$ cat config.mk
export PLATFORM = sky130hd
export DESIGN_NAME = stop_poll_ctl
export DESIGN_NICKNAME = d
export VERILOG_FILES = /design/src/rtl/stop_poll_pkg.sv /design/src/rtl/gstop_track.sv /design/src/rtl/poll_tick.sv /design/src/rtl/stop_poll_ctl.sv
export SDC_FILE = /design/constraint.sdc
export NUM_CORES = 1
export LEC_CHECK = 0
export ABC_AREA = 0
export BUFFER_PORTS_ARGS = -buffer_cell sky130_fd_sc_hd__buf_2
export CORE_MARGIN = 2
export CORE_UTILIZATION = 45
export DETAILED_ROUTE_END_ITERATION = 6
export PLACE_DENSITY = 0.64
export SLEW_MARGIN = 5
export SYNTH_ARGS = -nofsm -noshare
export SYNTH_HDL_FRONTEND = slang
export SYNTH_SLANG_ARGS = --single-unit
$ cat constraint.sdc
create_clock -name clk -period 1.7 [get_ports clk]
set_input_delay 0.085 -clock clk [delete_from_list [all_inputs] [get_ports clk]]
set_output_delay 0.085 -clock clk [all_outputs]
set_load 0.02 [all_outputs]
$ cat src/rtl/stop_poll_pkg.sv
package stop_poll_pkg;

    localparam int unsigned DIR_RX  = 0;
    localparam int unsigned DIR_TX  = 1;
    localparam int unsigned NUM_DIR = 2;

    typedef struct packed {
        logic stop;   // registered stop bit
        logic pend;   // completion held back until end of frame
        logic done;   // completion strobe
    } gstop_st_t;

endpackage

$ cat src/rtl/gstop_track.sv
module gstop_track
    import stop_poll_pkg::*;
(
    input  logic clk,
    input  logic rst_n,
    input  logic wr_i,
    input  logic bit_i,
    input  logic busy_i,
    input  logic eof_i,
    output logic stop_o,
    output logic done_o
);

    gstop_st_t st_d, st_q;

    always_comb begin
        st_d      = st_q;
        st_d.done = 1'b0;
        if (wr_i) begin
            st_d.stop = bit_i;
            if (!bit_i) begin
                st_d.pend = 1'b0;
            end else if (!busy_i || eof_i) begin
                st_d.done = 1'b1;
                st_d.pend = 1'b0;
            end else begin
                st_d.pend = 1'b1;
            end
        end else if (st_q.pend && eof_i) begin
            st_d.done = 1'b1;
            st_d.pend = 1'b0;
        end
    end

    always_ff @(posedge clk) begin
        if (!rst_n) st_q <= '0;
        else        st_q <= st_d;
    end

    assign stop_o = st_q.stop;
    assign done_o = st_q.done;

    // a completion is only ever reported with the stop bit set
    assert_done_with_stop_R2: assert property (@(posedge clk) disable iff (!rst_n)
        st_q.done |-> st_q.stop);

    // a held-back request waits while no write and no end of frame arrive
    assert_pend_holds_R3: assert property (@(posedge clk) disable iff (!rst_n)
        (st_q.pend && !wr_i && !eof_i) |=> (st_q.pend && !st_q.done));

    // clearing the stop bit drops any held-back completion
    assert_cancel_R5: assert property (@(posedge clk) disable iff (!rst_n)
        (wr_i && !bit_i) |=> (!st_q.done && !st_q.pend));

endmodule

$ cat src/rtl/poll_tick.sv
module poll_tick #(
    parameter int unsigned POLL_CYCLES = 2_000_000
) (
    input  logic clk,
    input  logic rst_n,
    input  logic wr_i,
    input  logic wait_bit_i,
    input  logic hold_i,
    output logic kick_o
);

    localparam int unsigned CW = $clog2(POLL_CYCLES + 1);
    localparam logic [CW-1:0] RELOAD = CW'(POLL_CYCLES);
    localparam logic [CW-1:0] ONE    = CW'(1);

    typedef struct packed {
        logic          run;
        logic          wt;
        logic          kick;
        logic [CW-1:0] cnt;
    } tick_st_t;

    tick_st_t tk_d, tk_q;
    logic     expire;

    always_comb begin
        expire    = tk_q.run && (tk_q.cnt == ONE);
        tk_d      = tk_q;
        tk_d.kick = 1'b0;
        if (expire) begin
            if (!tk_q.wt) begin
                tk_d.cnt  = RELOAD;
                tk_d.kick = !hold_i;
            end else begin
                tk_d.run = 1'b0;
            end
        end else if (tk_q.run) begin
            tk_d.cnt = tk_q.cnt - ONE;
        end
        if (wr_i) begin
            tk_d.wt = wait_bit_i;
            if (!wait_bit_i) begin
                tk_d.run = 1'b1;
                tk_d.cnt = ONE;
            end
        end
    end

    always_ff @(posedge clk) begin
        if (!rst_n) tk_q <= '0;
        else        tk_q <= tk_d;
    end

    assign kick_o = tk_q.kick;

    // an idle timer cannot produce a kick in the next cycle
    assert_idle_quiet_R1: assert property (@(posedge clk) disable iff (!rst_n)
        !tk_q.run |=> !tk_q.kick);

    // a kick re-arms the timer, which keeps running
    assert_kick_running_R8: assert property (@(posedge clk) disable iff (!rst_n)
        tk_q.kick |-> tk_q.run);

    // expiry with wait-on-poll set halts without a kick
    assert_wait_halts_R10: assert property (@(posedge clk) disable iff (!rst_n)
        (expire && tk_q.wt && !wr_i) |=> (!tk_q.run && !tk_q.kick));

endmodule

$ cat src/rtl/stop_poll_ctl.sv
module stop_poll_ctl
    import stop_poll_pkg::*;
#(
    parameter int unsigned POLL_CYCLES = 2_000_000
) (
    input  logic clk,
    input  logic rst_n,
    input  logic ctl_wr,
    input  logic ctl_rx_stop,
    input  logic ctl_tx_stop,
    input  logic ctl_poll_wait,
    input  logic rx_busy,
    input  logic tx_busy,
    input  logic rx_eof,
    input  logic tx_eof,
    output logic rx_stop_done,
    output logic tx_stop_done,
    output logic ring0_kick
);

    logic [NUM_DIR-1:0] bit_v, busy_v, eof_v, stop_v, done_v;

    assign bit_v  = {ctl_tx_stop, ctl_rx_stop};
    assign busy_v = {tx_busy, rx_busy};
    assign eof_v  = {tx_eof, rx_eof};

    for (genvar d = 0; d < NUM_DIR; d++) begin : g_dir
        gstop_track u_trk (
            .clk    (clk),
            .rst_n  (rst_n),
            .wr_i   (ctl_wr),
            .bit_i  (bit_v[d]),
            .busy_i (busy_v[d]),
            .eof_i  (eof_v[d]),
            .stop_o (stop_v[d]),
            .done_o (done_v[d])
        );
    end

    poll_tick #(.POLL_CYCLES(POLL_CYCLES)) u_tick (
        .clk        (clk),
        .rst_n      (rst_n),
        .wr_i       (ctl_wr),
        .wait_bit_i (ctl_poll_wait),
        .hold_i     (stop_v[DIR_TX]),
        .kick_o     (ring0_kick)
    );

    assign rx_stop_done = done_v[DIR_RX];
    assign tx_stop_done = done_v[DIR_TX];

    // no kick may follow a cycle in which transmit stop was registered
    assert_kick_gated_R9: assert property (@(posedge clk) disable iff (!rst_n)
        ring0_kick |-> !$past(stop_v[DIR_TX]));

    // transmit completion only with transmit stop held
    assert_tx_done_stop_R4: assert property (@(posedge clk) disable iff (!rst_n)
        tx_stop_done |-> stop_v[DIR_TX]);

endmodule

=== After elaboration in Yosys (flattened, before gate mapping) ===
Cells that the tools add are included.

* Word-level logic and storage cells: 45
* Output and inout bits: 3
* Register bits: 29
* Input bits: 10

* Add/sub/neg operators: 1
* Eq/ne operators: 1
* Multiplexer cells: 21
* Bitwise logic cells: 2
* Reduce and logical (&&, ||, !) cells: 11

{| class="wikitable"
|+ Operators with widths
! kind !! count
|-
| $mux 21 || 5
|-
| $eq 21x1->1 const B || 1
|-
| $sub 21x1->21 const B || 1
|-
| $mux 1 || 11
|-
| $mux 2 || 5
|-
| $reduce_bool 2->1 || 2
|-
| $logic_and 1x1->1 || 3
|-
| $logic_not 1->1 || 3
|-
| $reduce_or 3->1 || 1
|-
| $logic_or 1x1->1 || 2
|-
| $not 1->1 || 2
|}

=== Longest topological paths before layout ===
* Depth in word-level cells: 5
* Depth in mapped cells: 9
* Depth with buffers taken out: 7

=== Hierarchy ===
Synthesis repeated with hierarchy kept, for this count alone.

* Cell total of the unflattened synthesis: 161
* Area total of the unflattened synthesis: 1460.2 um^2

{| class="wikitable"
|+ Modules (own cells, without submodules)
! module !! cells each !! seq. area each (um^2) !! area each (um^2) !! instances
|-
| poll_tick || 137 || 480.5 || 1207.4 || 1
|-
| gstop_track || 12 || 60.1 || 126.4 || 2
|}

=== Worst setup path before layout ===
No wires, ideal clock.

* Kind: reg2reg
* Start point: register u_tick.tk_q[5] in the netlist's numbering
* End point: register u_tick.tk_q[11] in the netlist's numbering
* Arrival time: 1.745 ns
* Stages on the path, launching flop included: 6
* Path slack: -0.114 ns
* Library setup time: 0.070 ns
* Buffers on the path: 0
* Clock period less this slack: 1.814 ns
* Data required time: 1.630 ns
* Path through: dfxtp_1 or3_4 or3_4 nor2_2 or4b_1 a21oi_1

* Cells in the longest elaborated chain, start to end: 5
* Elaborated cells between the ends (all ways): 7
* Those cells by class: 1 x add/sub; 1 x eq/ne; 4 x mux; 1 x reduce/logical

{| class="wikitable"
|+ Ends and longest elaborated chain
! item !! RTL line !! RTL
|-
| start: declaration || poll_tick.sv:23 || <nowiki>tick_st_t tk_d, tk_q;</nowiki>
|-
| start signal: assignment || poll_tick.sv:51 || <nowiki>else tk_q <= tk_d;</nowiki>
|-
| $sub 21x1->21 or $eq 21x1->1 (tied branches) || poll_tick.sv:38, poll_tick.sv:27 ||
|-
| $mux 21 or $logic_and 1x1->1 (tied branches) || poll_tick.sv:37, poll_tick.sv:27 ||
|-
| $mux 21 (*) || poll_tick.sv:30 || <nowiki>if (expire) begin</nowiki>
|-
| $mux 21 || poll_tick.sv:42 || <nowiki>if (!wait_bit_i) begin</nowiki>
|-
| $mux 21 (*) || poll_tick.sv:40 || <nowiki>if (wr_i) begin</nowiki>
|}

Mark *: on every way between the ends. The rest lies on a longest branch, timed or not.
A chain may end at the register's enable or synchronous reset.

=== Final worst setup path ===
* Start point: register u_tick.tk_q[6] in the netlist's numbering
* End point: register u_tick.tk_q[11] in the netlist's numbering

The elaborated chain is that of the path after synthesis.

==> impl_metrics.toml <==
[setup_path]
endpoint_kind = "flip-flop"
path_depth = 5
cp.required_ns = 1.97
critPathMaxStageDelay_ns = 0.45
worst_ep_arrival_time_ns = 2.07
crit_path_start_kind = "flip-flop"
worst-path-buf-inv = 0
r2r_cells = 5
slowest_stage = "or4b_1"
cp_top_family = "simple AND/OR/NAND/NOR gates"
path_cells = "or3_4 > or3_4 > nor2_2 > or4b_1 > a21oi_1"
crit_fanout = 2
path_common_cell = "or3_4"
critPathKind = "reg -> reg"

[yosys]
avgSynthCellArea_um2 = 8.869
synth.largest_area_cell = "dfxtp_1"
synth-edff-count = 0
yosys-top-cells-area = "dfxtp_1, nor3_1, a21oi_1"
async_reset_ff_frac = 0
synth_cell_type_count = 47
synth.cell_area_mm2 = 0.001499
ys_ff_latch = 29
yosys_warnings = 0
synth_top_area_frac = 0.3873
seq_area_frac_synth = 0.3873
synth_flop_cell = "dfxtp_1"
syn_inst = 169
synth_fp_nets = 181

[power]
switchingPower_mw = 0.6627
swShare = 0.3295
p_per_area_mw_per_mm2 = 913.4
comb_power_share = 0.378
leakage_nw = 0.8842
pwr-share-seq = 0.380
internal_power_mw = 1.349
vdd_drop_max_mv = 0.6031
total_power_mw = 2.011
clockPowerShare = 0.241

[outcome]
violations = "setup timing"
status = "finished with violations"

[cts]
cts_made_buffers = 5
insertion_delay_ns = 0.33
ctsRootBufferMaster = "clkbuf_4"
clk_pin_slew_ns = 0.09
htreeDepth = 2
cts_tree = "yes"
clockBufferDepth = 2
cts.sinks = 29

[min_path]
holdPathStages = 2
holdCritPathClass = "in -> reg"

[placement]
place_ws_ns = -0.2310
dpl_cell_area_mm2 = 0.001827
dp_cells = 254
io_buffers = 12
place_hpwl_um = 2645
place_congestion = 0.8477

[finish]
utilization = 0.7097
area_growth_pct = 46.91
antennaDiodeCount = 0
final_area_mm2 = 0.002202
mostFrequentLayoutCell = "buf_4"
fin_cells = 273
final_cell_mix = "buf_4, dfxtp_1, nor2_1, buf_2, nor3_1"
drive_gt1_frac = 0.4891
nets = 240

[global_route]
track_usage = 0.2322
grt_max_degree = 14
grt_pass1_wl_um = 6403
grt_pass1_vias = 1519
grt_overflow = 0
antenna_found_initial = 0

[floorplan]
dieArea_mm2 = 0.003809
die_x_um = 61.72
io_pins = 13
start_util = 0.4831
die_h_um = 61.72
core_area_mm2 = 0.003103
fp-row-count = 20

[drt]
drtAntennaViolNets = 0
wirelength_um = 4170
wl_met2_um = 2277
vias = 1530
drc = 0
firstDrtPassIters = 4
drtIter0Drc = 48
top_layer = "met4"
met3_length_um = 131
via_per_inst = 5.604
wirelength_met1_um = 1692
wire_per_inst_um = 15.27

[timing]
drv_slew = 0
fin_hold_ws_ns = 0.003188
skew_ns = 0.007820
rsz0062_at_grt = "true"
worstMarginPinSlew_ns = 0.3485
period_needed_ns = 1.805
timing.slew.headroom = 0.7659
worst_slack_ns = -0.1049
setup_violations = 16
setup_tns_ns = -0.7047
max_freq_mhz = 554.0
finalCritPeriodShare = 1.062
finalHoldViolCount = 0

[job]
max_cap_viol_count = 0
## per-layer routing
metal	up-vias	track usage
met3	7	0.04555
li1	754	-
met5	-	0
met2	41	0.4165
met4	0	0.1125
met1	728	0.2619
## power groups by stage
stage               sequential [mW]  clock [mW]  combinational (mW)
floorplan                     0.783           0               0.331
global placement              0.773           0               0.517
detailed placement            0.776           0               0.534
CTS                           0.763       0.501               0.643
global route                  0.769       0.517               0.813
finish                        0.765       0.485               0.761
## synthesized netlist by cell type (3+ instances only)
master	n
a211oi_1	7
a21oi_1	12
a31oi_1	3
and2_1	4
and3_1	3
dfxtp_1	29
inv_1	6
nand2_1	11
nand2b_1	4
nand3_1	4
nor2_1	15
nor2b_1	4
nor3_1	13
nor4_1	3
o21ai_0	3
o31ai_1	3
or4_1	3
xnor2_1	4
## cell type report
cell class | count | area, um2
sequential | 29 | 589.3
inverter | 6 | 22.52
clock inverter | 1 | 5.005
timing repair buffer | 57 | 417.9
clock buffer | 7 | 65.06
multi-input combinational | 129 | 1047
fill | 249 | 900.9
tap | 44 | 55.05
## flip-flops by register name, indices dropped and copies added (netlist names)
name / cells
g_dir.u_trk.st_q: 2
u_tick.tk_q: 23
u_tick.kick_o: 1
g_dir.u_trk.done_o: 2
g_dir.u_trk.stop_o: 1
## cells by family (layout without fill, tap and decap cells)
| group | after synthesis | in the layout | share of synthesized area |
|---|---|---|---|
| adder cells (fa/ha/maj) | 2 | 2 | 0.01669 |
| AND/OR/NAND/NOR | 81 | 82 | 0.3264 |
| multiplexers | 1 | 1 | 0.006678 |
| AO/OA/AOI/OAI | 39 | 39 | 0.1786 |
| buffers and inverters | 12 | 71 | 0.05508 |
| flip-flops | 29 | 29 | 0.3873 |
| XOR/XNOR | 5 | 5 | 0.02921 |
## what timing repair did
item                                    4_1_cts  5_1_grt
cloned                                        1        0
pin swaps                                    11       12
gates resized for setup                      21       27
hold buffers                                  2        0
endpoints found under the setup margin       13       21
setup buffers                                 6        2
endpoints found under the hold margin         2        0
## worst paths after layout
| check | start | endpoint | slack [ns] |
|---|---|---|---|
| setup / recovery | u_tick.tk_q[6]$_SDFF_PN0_ | u_tick.tk_q[11]$_SDFF_PN0_ | -0.10 |
| hold / removal | rst_n | g_dir[1].u_trk.done_o$_SDFF_PN0_ | 0.003 |
| setup reg to reg | u_tick.tk_q[6]$_SDFF_PN0_ | u_tick.tk_q[11]$_SDFF_PN0_ | -0.10 |
| hold reg to reg | g_dir[1].u_trk.stop_o$_SDFFE_PN0P_ | u_tick.kick_o$_SDFF_PP0_ | 0.44 |
Power figures use the tool's default switching activity.
